--- src/rtl/sw_bridge_pkg.sv ---
package sw_bridge_pkg;

    localparam int WORD_W    = 32;
    localparam int LANE_BITS = 8;
    localparam int OFS_W     = 2;
    localparam int SIZE_W    = 3;

    typedef enum logic [1:0] {
        ST_IDLE,
        ST_FETCH,
        ST_STORE,
        ST_REPLY
    } bridge_st_e;

    typedef struct packed {
        logic              write;
        logic [SIZE_W-1:0] size;
        logic [OFS_W-1:0]  ofs;
        logic [WORD_W-1:0] wdata;
    } pend_req_t;

    function automatic logic size_legal(input logic [SIZE_W-1:0] s);
        return (s == 3'd1) || (s == 3'd2) || (s == 3'd4);
    endfunction

    function automatic logic [WORD_W-1:0] width_mask(input logic [SIZE_W-1:0] s);
        case (s)
            3'd1:    return 32'h0000_00FF;
            3'd2:    return 32'h0000_FFFF;
            default: return 32'hFFFF_FFFF;
        endcase
    endfunction

endpackage

--- src/rtl/sw_req_decode.sv ---
module sw_req_decode
    import sw_bridge_pkg::*;
#(
    parameter int ADDR_W = 16
) (
    input  logic [ADDR_W-1:0] addr,
    input  logic [SIZE_W-1:0] size,
    output logic              reject,
    output logic [OFS_W-1:0]  ofs,
    output logic [ADDR_W-1:0] word_addr
);
    logic misaligned;

    always_comb begin
        ofs        = addr[OFS_W-1:0];
        word_addr  = {addr[ADDR_W-1:OFS_W], {OFS_W{1'b0}}};
        misaligned = ((size == 3'd2) && addr[0]) ||
                     ((size == 3'd4) && (addr[OFS_W-1:0] != '0));
        reject     = !size_legal(size) || misaligned;
    end
endmodule

--- src/rtl/sw_lane_unit.sv ---
module sw_lane_unit
    import sw_bridge_pkg::*;
(
    input  logic [WORD_W-1:0] fetched,
    input  logic [OFS_W-1:0]  ofs,
    input  logic [SIZE_W-1:0] size,
    input  logic [WORD_W-1:0] new_data,
    output logic [WORD_W-1:0] extracted,
    output logic [WORD_W-1:0] merged
);
    localparam int SH_W = OFS_W + $clog2(LANE_BITS);

    logic [SH_W-1:0]   shamt;
    logic [WORD_W-1:0] msk;

    always_comb begin
        shamt     = {ofs, 3'b000};
        msk       = width_mask(size);
        extracted = (fetched >> shamt) & msk;
        merged    = (fetched & ~(msk << shamt)) | ((new_data & msk) << shamt);
    end
endmodule

--- src/rtl/sw_dword_bridge.sv ---
module sw_dword_bridge
    import sw_bridge_pkg::*;
#(
    parameter int ADDR_W = 16
) (
    input  logic              clk,
    input  logic              rst,
    input  logic              req_valid,
    output logic              req_ready,
    input  logic              req_write,
    input  logic [ADDR_W-1:0] req_addr,
    input  logic [2:0]        req_size,
    input  logic [31:0]       req_wdata,
    output logic              rsp_valid,
    output logic              rsp_err,
    output logic [31:0]       rsp_rdata,
    output logic              bk_rd,
    output logic              bk_wr,
    output logic [ADDR_W-1:0] bk_addr,
    output logic [31:0]       bk_wdata,
    input  logic [31:0]       bk_rdata,
    input  logic              bk_ack
);
    bridge_st_e        state;
    pend_req_t         pend;
    logic [ADDR_W-1:0] addr_q;
    logic [WORD_W-1:0] store_q;
    logic [WORD_W-1:0] rdata_q;
    logic              err_q;

    logic              dec_reject;
    logic [OFS_W-1:0]  dec_ofs;
    logic [ADDR_W-1:0] dec_waddr;
    logic [WORD_W-1:0] lane_rd;
    logic [WORD_W-1:0] lane_merge;
    logic              accept;

    sw_req_decode #(.ADDR_W(ADDR_W)) u_decode (
        .addr      (req_addr),
        .size      (req_size),
        .reject    (dec_reject),
        .ofs       (dec_ofs),
        .word_addr (dec_waddr)
    );

    sw_lane_unit u_lane (
        .fetched   (bk_rdata),
        .ofs       (pend.ofs),
        .size      (pend.size),
        .new_data  (pend.wdata),
        .extracted (lane_rd),
        .merged    (lane_merge)
    );

    assign accept = req_valid && (state == ST_IDLE);

    always_ff @(posedge clk) begin
        if (rst) begin
            state   <= ST_IDLE;
            pend    <= '0;
            addr_q  <= '0;
            store_q <= '0;
            rdata_q <= '0;
            err_q   <= 1'b0;
        end else begin
            case (state)
                ST_IDLE: begin
                    if (accept) begin
                        pend.write <= req_write;
                        pend.size  <= req_size;
                        pend.ofs   <= dec_ofs;
                        pend.wdata <= req_wdata;
                        addr_q     <= dec_waddr;
                        if (dec_reject) begin
                            err_q   <= 1'b1;
                            rdata_q <= req_write ? '0 : '1;
                            state   <= ST_REPLY;
                        end else if (req_write && (req_size == 3'd4)) begin
                            store_q <= req_wdata;
                            state   <= ST_STORE;
                        end else begin
                            state <= ST_FETCH;
                        end
                    end
                end
                ST_FETCH: begin
                    if (bk_ack) begin
                        if (pend.write) begin
                            store_q <= lane_merge;
                            state   <= ST_STORE;
                        end else begin
                            err_q   <= 1'b0;
                            rdata_q <= lane_rd;
                            state   <= ST_REPLY;
                        end
                    end
                end
                ST_STORE: begin
                    if (bk_ack) begin
                        err_q   <= 1'b0;
                        rdata_q <= '0;
                        state   <= ST_REPLY;
                    end
                end
                default: state <= ST_IDLE;
            endcase
        end
    end

    assign req_ready = (state == ST_IDLE);
    assign rsp_valid = (state == ST_REPLY);
    assign rsp_err   = err_q;
    assign rsp_rdata = rdata_q;
    assign bk_rd     = (state == ST_FETCH);
    assign bk_wr     = (state == ST_STORE);
    assign bk_addr   = addr_q;
    assign bk_wdata  = store_q;

    assert_aligned_backend_R1: assert property (@(posedge clk) disable iff (rst)
        (bk_rd || bk_wr) |-> (bk_addr[1:0] == 2'b00));

    assert_reject_no_access_R3: assert property (@(posedge clk) disable iff (rst)
        (accept && dec_reject) |=> (rsp_valid && rsp_err && !bk_rd && !bk_wr));

    assert_byte_upper_clear_R4: assert property (@(posedge clk) disable iff (rst)
        (rsp_valid && !rsp_err && !pend.write && pend.size == 3'd1) |-> (rsp_rdata[31:8] == 24'd0));

    assert_rmw_back_to_back_R7: assert property (@(posedge clk) disable iff (rst)
        (bk_rd && bk_ack && pend.write) |=> bk_wr);

    assert_busy_not_ready_R8: assert property (@(posedge clk) disable iff (rst)
        (req_valid && req_ready) |=> !req_ready);

    assert_rsp_single_pulse_R8: assert property (@(posedge clk) disable iff (rst)
        rsp_valid |=> !rsp_valid);

    assert_no_dual_strobe_R9: assert property (@(posedge clk) disable iff (rst)
        !(bk_rd && bk_wr));

    assert_rd_held_R9: assert property (@(posedge clk) disable iff (rst)
        (bk_rd && !bk_ack) |=> bk_rd);

    assert_wr_held_R9: assert property (@(posedge clk) disable iff (rst)
        (bk_wr && !bk_ack) |=> bk_wr);

endmodule

--- config.mk ---
export PLATFORM = sky130hd
export DESIGN_NAME = sw_dword_bridge
export DESIGN_NICKNAME = d
export VERILOG_FILES = /design/src/rtl/sw_bridge_pkg.sv /design/src/rtl/sw_req_decode.sv /design/src/rtl/sw_lane_unit.sv /design/src/rtl/sw_dword_bridge.sv
export SDC_FILE = /design/constraint.sdc
export NUM_CORES = 1
export LEC_CHECK = 0
export BUFFER_PORTS_ARGS = -buffer_cell sky130_fd_sc_hd__buf_2
export CAP_MARGIN = 20
export CORE_AREA = 2 2 128 130
export CTS_CLUSTER_DIAMETER = 40
export DETAILED_ROUTE_END_ITERATION = 7
export DIE_AREA = 0 0 130 132
export PLACE_DENSITY_LB_ADDON = 0.05
export SETUP_SLACK_MARGIN = 0.1
export SYNTH_ARGS = -nofsm -noshare
export SYNTH_HDL_FRONTEND = slang
export SYNTH_HIERARCHICAL = 1
export SYNTH_SLANG_ARGS = --single-unit
--- constraint.sdc ---
create_clock -name clk -period 1.9 [get_ports clk]
set_input_delay 0.19 -clock clk [delete_from_list [all_inputs] [get_ports clk]]
set_output_delay 0.19 -clock clk [all_outputs]
set_load 0.005 [all_outputs]
==> impl_metrics.env, run 1 <==
export IMPL_worst_path_max_delay_cell="or3b_4"
export IMPL_clock_sinks=121
export IMPL_numCtsBuffers=17
export IMPL_grt_pass1_wl_um=38500
export IMPL_synth_top_cell_area_share_pct=34.6
export IMPL_synth_warnings=6
export IMPL_die_h_um=132
export IMPL_hold_path_class="in -> reg"
export IMPL_multi_input_area_um2=4240
export IMPL_synth_ff_type="dfxtp_1"
export IMPL_cts_tree="done"
export IMPL_die_area_um2=17200
export IMPL_tightest_slew_ns=0.666
export IMPL_die_w_um=130
export IMPL_root_buffer="clkbuf_16"
export IMPL_max_stage_delay_ns=0.42
export IMPL_via_per_inst=5.96
export IMPL_portBuffers=172
export IMPL_fin_skew_ns=0.00758
export IMPL_hp_start="req_addr[14]"
export IMPL_clock_latency_ns=0.42
export IMPL_ios=173
export IMPL_power_leakage_nw=3.78
export IMPL_syn_to_final_growth_pct=34.6
export IMPL_n_antenna_cell=0
export IMPL_netlist_area_um2=7010
export IMPL_grt_pass1_vias=6842
export IMPL_drt_iter0_markers=741
export IMPL_startpoint_type="flip-flop"
export IMPL_reg2reg_from="pend[35]"
export IMPL_placementRows=46
export IMPL_path_common_cell="o21ai_1"
export IMPL_start_util_pct=44.6
export IMPL_max_freq_mhz=487
export IMPL_wire_per_inst_um=20.6
export IMPL_globalRoute_busiestLayer="met2"
export IMPL_synth_most_common_cell="a21oi_1"
export IMPL_drive_above_1_share_pct=38.5
export IMPL_cp_max_fo=8
export IMPL_synth_edf_count=0
export IMPL_routed_wl_um=25200
export IMPL_grt_max_degree=75
export IMPL_ys_ff_latch=121
export IMPL_arrival_ns=2.36
export IMPL_fp_coreArea_um2=15700
export IMPL_violations="setup timing"
export IMPL_dr_total_vias=7302
export IMPL_hold_violations=0
export IMPL_power_mw=15.6
export IMPL_synth_top_cells_by_area="dfxtp_1, a21oi_1, nand2_1, a211oi_2, o221ai_1"
export IMPL_setup_ws_ns=-0.155
export IMPL_overflow=0
export IMPL_fin_crit_sh_pct=108
export IMPL_drt_pre_antenna_iters=5
export IMPL_synth_seq_area_share_pct=34.6
export IMPL_drc=0
export IMPL_hold_depth=3
export IMPL_crit_required_ns=2.21
export IMPL_gp_congestion=0.906
export IMPL_nets=1090
export IMPL_cts_buffer_depth=2
export IMPL_rsz0062_at_grt="true"
export IMPL_regToRegSetupSlack_ns=-0.16
export IMPL_yosys_area_top_type="dfxtp_1"
export IMPL_dp_hpwl_um=17300
export IMPL_fillers=1427
export IMPL_maxSlewViolCount=0
export IMPL_power_density_nw_per_um2=1650
export IMPL_syn_area_per_cell_um2=8.48
export IMPL_r2r_end="bk_wdata[19]"
export IMPL_grt_total_usage_pct=28.8
export IMPL_setup_violations=20
export IMPL_r2r_cells=7
export IMPL_clkSlewWorstSetupHoldPaths_ns=0.06
export IMPL_tns_ns=-1.46
export IMPL_seq_area_um2=2440
export IMPL_ys_top_cells_by_count="a21oi_1, dfxtp_1, nand2_1"
export IMPL_htreeDepth=4
export IMPL_end_kind="flip-flop"
export IMPL_synthArstFlopShare_pct=0
export IMPL_status="finished, violations left"
export IMPL_maxSlewHeadroom_pct=55.5
export IMPL_hold_path_endpoint="bk_addr[14]"
export IMPL_grt_util_met2_pct=45.9
export IMPL_vdd_drop_max_mv=0.954
export IMPL_ant_nets=0
export IMPL_crit_chain="or3b_4 -> buf_4 -> a32o_1 -> a221o_1 -> o221a_1 -> o21ai_1 -> o21ai_1"
export IMPL_netlist_instances=827
export IMPL_min_period_ns=2.06
export IMPL_antenna_found_initial=0
export IMPL_grtUsageMet1_pct=38.2
export IMPL_synth_cell_type_count=51
export IMPL_path_class="reg -> reg"
export IMPL_use_met3_pct=5.80
export IMPL_drv_cap=0
## critical path: cells and delay by family, from the launching register on
family | cells | cell delay, ns
buffers and inverters | 1 | 0.20
and+or+nand+nor | 1 | 0.42
DFF | 1 | 0.36
AOI/OAI and AO/OA | 5 | 0.96
## per-layer routing
metal	routed length [µm]	up-vias
li1	-	3416
met1	10900	3503
met2	12000	329
met3	1640	54
met4	703	0
met5	0	-
## area by class of cell
cell class                 count  share of cell area, %
multi-input combinational    590                   44.9
timing repair buffer         252                   18.7
tap                          216                   2.86
clock inverter                14                   2.36
sequential                   121                   25.8
clock buffer                  18                   4.65
inverter                      15                  0.623
## stage by stage
stage	cell area [µm²]	util (%)	hold slack (ns)	cells	setup WS, ns
3_5_place_dp	8180	52.1	0.438	1168	-0.117
4_1_cts	9100	57.9	0.000663	1212	-0.0843
5_1_grt	9440	60.1	0.00587	1226	-0.202
2_1_floorplan	7020	-	0.318	828	-0.0606
6_report	9440	60.1	0.0119	1226	-0.155
3_3_place_gp	8180	52.1	0.430	1168	-0.108
## how the worst max path moves through the flow
stage	from	to	slack, ns	depth (start not counted)
floorplan	pend[35]	bk_wdata[22]	-0.06	8
global placement	pend[32]	bk_wdata[13]	-0.11	7
detailed placement	pend[36]	bk_wdata[18]	-0.12	6
CTS	pend[35]	bk_wdata[23]	-0.08	7
global route	pend[35]	bk_wdata[27]	-0.20	8
finish	pend[35]	bk_wdata[19]	-0.16	7
## layout by cell type, fill, tap and decap left out, types with 3 or more instances in the layout
master	netlist	final
a21oi_2	0	4
o211ai_1	8	8
buf_6	7	6
a211oi_2	30	30
inv_2	4	5
mux2_4	0	8
dfxtp_4	0	3
nand2_1	120	119
o221ai_1	40	32
dlygate4sd3_1	0	11
clkinv_4	0	6
buf_2	34	171
o221ai_2	0	8
mux2_2	16	8
mux2i_1	16	16
nor2_1	12	10
a211oi_1	11	11
o221a_1	30	30
ha_1	5	3
a21oi_1	137	133
and2_1	10	9
a22oi_2	0	6
buf_12	0	16
buf_4	21	44
a32o_1	8	8
clkbuf_16	0	18
or2_2	8	8
a221o_1	8	8
dfxtp_2	0	4
dfxtp_1	121	114
o2bb2ai_2	0	5
o21ai_1	64	64
inv_1	11	9
bufinv_16	0	5
nor2b_1	19	18
## flip-flops by register name, indices dropped and copies added (netlist names)
signal	count
pend	38
bk_wdata	32
rsp_rdata	32
bk_addr	16
state	2
rsp_err	1
## logic make-up (layout without fill, tap and decap cells)
group                    count (synthesis)  count (layout)  share of synthesized area, %
multiplexers                            32              32                          4.85
AND/OR/NAND/NOR                        184             184                          12.2
adder cells (fa/ha/maj)                  5               5                         0.892
flip-flops                             121             121                          34.6
XOR/XNOR                                 1               1                         0.125
buffers and inverters                  117             299                          9.23
AO/OA/AOI/OAI                          366             366                          38.1
other                                    1               2                        0.0535
## power breakdown
group          switching (mW)  internal [mW]  total (mW)
clock network            1.26           2.37        3.63
registers               0.546           3.41        3.96
logic                    4.44           3.56        8.00
total                    6.25           9.34        15.6
## what timing repair did
item / in CTS / in global routing
cloned: 1 / 2
resized for setup: 29 / 51
buffers inserted: 0 / 12
pin swaps: 5 / 27
endpoints found under the setup margin: 60 / 67
endpoints found under the hold margin: 11 / 0
hold buffers: 11 / 0
No activity file was read; power rests on OpenSTA's default activity.
==> run 2, diff against run 1 <==
--- a/config.mk
+++ b/config.mk
@@ -10,3 +10,3 @@
 export CORE_AREA = 2 2 128 130
-export CTS_CLUSTER_DIAMETER = 40
+export CTS_CLUSTER_DIAMETER = 50
 export DETAILED_ROUTE_END_ITERATION = 7
==> constraint.sdc (replaced) <==
create_clock -name clk -period 1.9 [get_ports clk]
set_input_delay 0.285 -clock clk [delete_from_list [all_inputs] [get_ports clk]]
set_output_delay 0.285 -clock clk [all_outputs]
set_load 0.005 [all_outputs]
==> run 2 against run 1 <==
Compared with the run above: global-route usage shrank 0.22 points; maximum frequency grew 1.9%; critical endpoint unchanged; highest routed layer unchanged; sequential share of layout area grew 0.83 points; hold slack gained 0.095 ns; the run still ends with setup timing left; clock skew shrank 0.0022 ns; largest power group unchanged; sequential power is essentially flat; critical path type unchanged.
==> impl_metrics.env, run 2 (same netlist as run 1, synthesis figures left out) <==
export IMPL_status="finished, violations left"
export IMPL_violations="setup timing"
export IMPL_die_w_um=130
export IMPL_p_sw_share_pct=40.3
export IMPL_wire_per_inst_um=20.8
export IMPL_maxSlewHeadroom_pct=54.7
export IMPL_grt_pass1_wl_um=38500
export IMPL_tns_ns=-1.26
export IMPL_p_int_mw=9.13
export IMPL_arrival_ns=2.31
export IMPL_pwr_share_comb_pct=52.5
export IMPL_final_util_pct=58.1
export IMPL_gp_congestion=0.930
export IMPL_hold_violations=0
export IMPL_clock_sinks=121
export IMPL_drive_above_1_share_pct=38.2
export IMPL_end_kind="flip-flop"
export IMPL_drt_iter0_markers=559
export IMPL_setup_ws_ns=-0.117
export IMPL_clkPwrFrac_pct=21.7
export IMPL_drv_cap=0
export IMPL_pre_cts_ws_ns=-0.149
export IMPL_rsz0062_at_grt="true"
export IMPL_max_freq_mhz=496
export IMPL_hold_buffers=0
export IMPL_final_cell_mix="buf_2, a21oi_1, nand2_1, dfxtp_1, o21ai_1"
export IMPL_startpoint_type="flip-flop"
export IMPL_root_buffer="clkbuf_16"
export IMPL_placementRows=46
export IMPL_start_util_pct=44.6
export IMPL_power_mw=15.3
export IMPL_routed_wl_um=25100
export IMPL_drt_pre_antenna_iters=5
export IMPL_fin_skew_ns=0.00535
export IMPL_cp_max_fo=8
export IMPL_fp_coreArea_um2=15700
export IMPL_placedCellCount=1167
export IMPL_power_leakage_nw=3.64
export IMPL_die_area_um2=17200
export IMPL_crit_required_ns=2.20
export IMPL_htreeDepth=4
export IMPL_fillers=1480
export IMPL_antenna_found_initial=0
export IMPL_vdd_drop_max_mv=1.05
export IMPL_hold_path_class="in -> reg"
export IMPL_postPlaceCellArea_um2=8140
export IMPL_whs_ns=0.107
export IMPL_drc=0
export IMPL_setup_violations=18
export IMPL_portBuffers=172
export IMPL_maxSlewViolCount=0
export IMPL_n_antenna_cell=0
export IMPL_ios=173
export IMPL_grt_total_usage_pct=28.6
export IMPL_clkSlewWorstSetupHoldPaths_ns=0.05
export IMPL_final_common_cell="buf_2"
export IMPL_fin_crit_sh_pct=106
export IMPL_instances_no_fill=1205
export IMPL_tightest_slew_ns=0.678
export IMPL_p_switching_mw=6.17
export IMPL_via_per_inst=5.98
export IMPL_syn_to_final_growth_pct=30.3
export IMPL_cts_buffer_depth=2
export IMPL_ant_nets=0
export IMPL_seqPwrFrac_pct=25.9
export IMPL_numCtsBuffers=17
export IMPL_path_class="reg -> reg"
export IMPL_grt_pass1_vias=6849
export IMPL_clock_latency_ns=0.41
export IMPL_cts_tree="done"
export IMPL_stdcell_area_um2=9140
export IMPL_min_period_ns=2.02
export IMPL_overflow=0
export IMPL_largest_register="pend"
export IMPL_nets=1071
export IMPL_grt_max_degree=65
export IMPL_die_h_um=132
export IMPL_dr_total_vias=7209
export IMPL_power_density_nw_per_um2=1670
export IMPL_largest_reg_flops=38
export IMPL_dp_hpwl_um=17600
[run 2: cell type report]
class / count / area, µm² / area share (%)
clock buffers: 22 / 474 / 5.19
clock inverters: 8 / 120 / 1.31
inverters: 15 / 58.8 / 0.644
multi-input cells: 590 / 4190 / 45.9
flip-flops and latches: 121 / 2440 / 26.7
well taps: 216 / 270 / 2.96
repair buffers: 233 / 1580 / 17.3
[run 2: worst paths after layout]
check                             startpoint           end  slack (ns)  depth (start not counted)
worst max-delay path                pend[34]  bk_wdata[19]       -0.12                          7
worst min-delay path             req_addr[4]    bk_addr[4]        0.11                          3
worst max register to register      pend[34]  bk_wdata[19]       -0.12                          7
worst min register to register  bk_wdata[18]  bk_wdata[18]        0.45                          2
[run 2: power groups by stage]
stage          Sequential, mW  Combinational (mW)  Clock [mW]
3_3_place_gp             3.95                7.07           0
3_5_place_dp             3.96                7.20           0
5_1_grt                  4.04                8.68        3.47
4_1_cts                  3.93                7.55        3.36
2_1_floorplan            3.92                4.80           0
6_report                 3.96                8.03        3.31
[run 2: layer usage]
metal / track usage (%) / wire length, µm / vias up
li1: - / - / 3365
met1: 38.2 / 10900 / 3520
met2: 45.2 / 11900 / 279
met3: 5.11 / 1540 / 45
met4: 12.1 / 780 / 0
met5: 0 / 0 / -
[run 2: critical path, cell delays in order (launching register included)]
cell	delay, ns
dfxtp_4	0.37
or3b_4	0.41
buf_6	0.16
a32o_1	0.25
a221o_1	0.29
o221a_1	0.25
o21ai_1	0.11
o21ai_1	0.07
[run 2: timing repair]
item | in CTS | in global routing
cloned | 2 | 2
setup endpoints to repair | 57 | 65
buffers inserted | 2 | 2
pin swaps | 9 | 5
gates resized for setup | 32 | 30
==> run 3, diff against run 2 <==
- CORE_AREA: 2 2 128 130 -> 2 2 143 145
- DIE_AREA: 0 0 130 132 -> 0 0 145 147
- RECOVER_POWER: not set -> 25
==> run 3 against run 2 <==
Compared with the run above: the run still ends with setup timing left; global-route usage shrank 4.9 points; clock-buffer cell count shrank 3; clock skew grew 0.00098 ns; sequential cell count is the same; cell count grew 5.0%; die area grew 24%; design area grew 2.5%; via count is essentially flat; sequential share of layout area shrank 0.64 points; first-iteration DRC count shrank 7.9%; power grew 2.6%; critical path depth is the same; critical endpoint is now bk_wdata[20]; largest power group unchanged.
==> impl_metrics.env, run 3 (same netlist as run 1, synthesis figures left out) <==
export IMPL_cts_buffer_depth=2
export IMPL_violations="setup timing"
export IMPL_dr_max_layer_used="met4"
export IMPL_largest_reg_flops=38
export IMPL_ios=173
export IMPL_wl_met2_um=12400
export IMPL_drt_pre_antenna_iters=7
export IMPL_placementRows=52
export IMPL_fp_coreArea_um2=19800
export IMPL_path_class="reg -> reg"
export IMPL_setup_violations=18
export IMPL_root_buffer="clkbuf_16"
export IMPL_grt_max_degree=65
export IMPL_multi_input_area_um2=4240
export IMPL_crit_required_ns=2.21
export IMPL_drv_cap=0
export IMPL_dr_total_vias=7210
export IMPL_power_leakage_nw=3.67
export IMPL_ant_nets=0
export IMPL_power_density_nw_per_um2=1680
export IMPL_hold_path_class="in -> reg"
export IMPL_status="finished, violations left"
export IMPL_arrival_ns=2.35
export IMPL_clock_latency_ns=0.42
export IMPL_drc=0
export IMPL_portBuffers=172
export IMPL_wire_per_inst_um=20.9
export IMPL_fin_skew_ns=0.00632
export IMPL_nets=1075
export IMPL_die_h_um=147
export IMPL_final_cell_mix="buf_2, a21oi_1, nand2_1, dfxtp_1, o21ai_1"
export IMPL_cts_tree="done"
export IMPL_gp_congestion=0.922
export IMPL_largest_register="pend"
export IMPL_tns_ns=-1.16
export IMPL_routed_wl_um=26400
export IMPL_maxSlewViolCount=0
export IMPL_die_w_um=145
export IMPL_numCtsBuffers=17
export IMPL_drt_iter0_markers=515
export IMPL_start_util_pct=35.3
export IMPL_max_freq_mhz=491
export IMPL_overflow=0
export IMPL_fillers=1942
export IMPL_syn_to_final_growth_pct=33.6
export IMPL_end_kind="flip-flop"
export IMPL_postPlaceCellArea_um2=8310
export IMPL_setup_ws_ns=-0.136
export IMPL_startpoint_type="flip-flop"
export IMPL_grt_pass1_wl_um=39800
export IMPL_fin_crit_sh_pct=107
export IMPL_seq_area_um2=2440
export IMPL_dp_hpwl_um=18800
export IMPL_die_area_um2=21300
export IMPL_vdd_drop_max_mv=0.846
export IMPL_hold_violations=0
export IMPL_stdcell_area_um2=9370
export IMPL_wl_met3_um=1480
export IMPL_antenna_found_initial=0
export IMPL_grt_pass1_vias=6889
export IMPL_final_common_cell="buf_2"
export IMPL_whs_ns=0.0983
export IMPL_drive_above_1_share_pct=37.6
export IMPL_clock_sinks=121
export IMPL_final_util_pct=47.2
export IMPL_met1Wirelength_um=11600
export IMPL_clkSlewWorstSetupHoldPaths_ns=0.06
export IMPL_min_period_ns=2.04
export IMPL_htreeDepth=4
export IMPL_rsz0062_at_grt="true"
export IMPL_via_per_inst=5.70
export IMPL_cp_max_fo=8
export IMPL_n_antenna_cell=0
export IMPL_grt_total_usage_pct=23.7
## run 3: cell count changes in the layout (fill, tap and decap cells not counted), moves of 3 or more
| cell | before | now |
|---|---|---|
| buf_2 | 171 | 154 |
| clkbuf_1 | 2 | 17 |
| mux2_2 | 15 | 11 |
| mux2_4 | 1 | 5 |
| a21oi_1 | 137 | 134 |
| a21oi_2 | 0 | 3 |
| a32o_1 | 8 | 5 |
| a32o_2 | 0 | 3 |
| buf_12 | 15 | 18 |
| buf_4 | 40 | 37 |
| buf_8 | 0 | 3 |
| inv_6 | 0 | 3 |
## run 3: worst max-delay path, stage by stage (launching register included)
cell	delay [ns]
dfxtp_2	0.34
or3b_4	0.40
buf_4	0.19
a32o_1	0.26
a221o_1	0.30
o221a_1	0.25
o21ai_1	0.11
o21ai_1	0.07
## run 3: path summary, 6_finish.rpt
kind / cells past startpoint / slack [ns] / from / to
min reg2reg: 2 / 0.45 / bk_wdata[9] / bk_wdata[9]
min: 3 / 0.1 / req_addr[9] / bk_addr[9]
max reg2reg: 7 / -0.14 / pend[34] / bk_wdata[20]
max: 7 / -0.14 / pend[34] / bk_wdata[20]
## run 3: power breakdown
group	internal (mW)	leakage (nW)	total, mW	switching (mW)
combinational	3.60	2.36	8.16	4.55
clock	2.28	0.307	3.59	1.31
sequential	3.41	1.00	3.95	0.538
total	9.30	3.67	15.7	6.40
## run 3: layout make-up
cell class / count / share of cell area (%)
Multi-Input combinational cell: 590 / 45.2
Sequential cell: 121 / 26.0
Timing Repair Buffer: 237 / 17.6
Clock buffer: 19 / 4.83
Tap cell: 270 / 3.61
Clock inverter: 13 / 2.04
Inverter: 15 / 0.628
## run 3: per-layer routing
layer / vias to the layer above / track usage (%)
met4: 0 / 11.2
met5: - / 0
li1: 3386 / -
met3: 57 / 4.53
met2: 266 / 38.7
met1: 3501 / 30.4
## run 3: repair_timing
| action | in CTS | in global routing |
|---|---|---|
| resized for setup | 29 | 52 |
| pin swaps | 4 | 8 |
| cloned | 1 | 3 |
| setup endpoints to repair | 79 | 101 |
| setup buffers | 0 | 3 |
| hold buffers | 0 | 0 |
## run 3: per-stage QoR
step / instances / total power, mW / worst slack, ns
after global routing: 1265 / 16.7 / -0.189
after detailed placement: 1226 / 11.4 / -0.146
after floorplan: 828 / 8.71 / -0.0606
final: 1265 / 15.7 / -0.136
after CTS: 1259 / 15.3 / -0.0983
after global placement: 1226 / 11.2 / -0.121
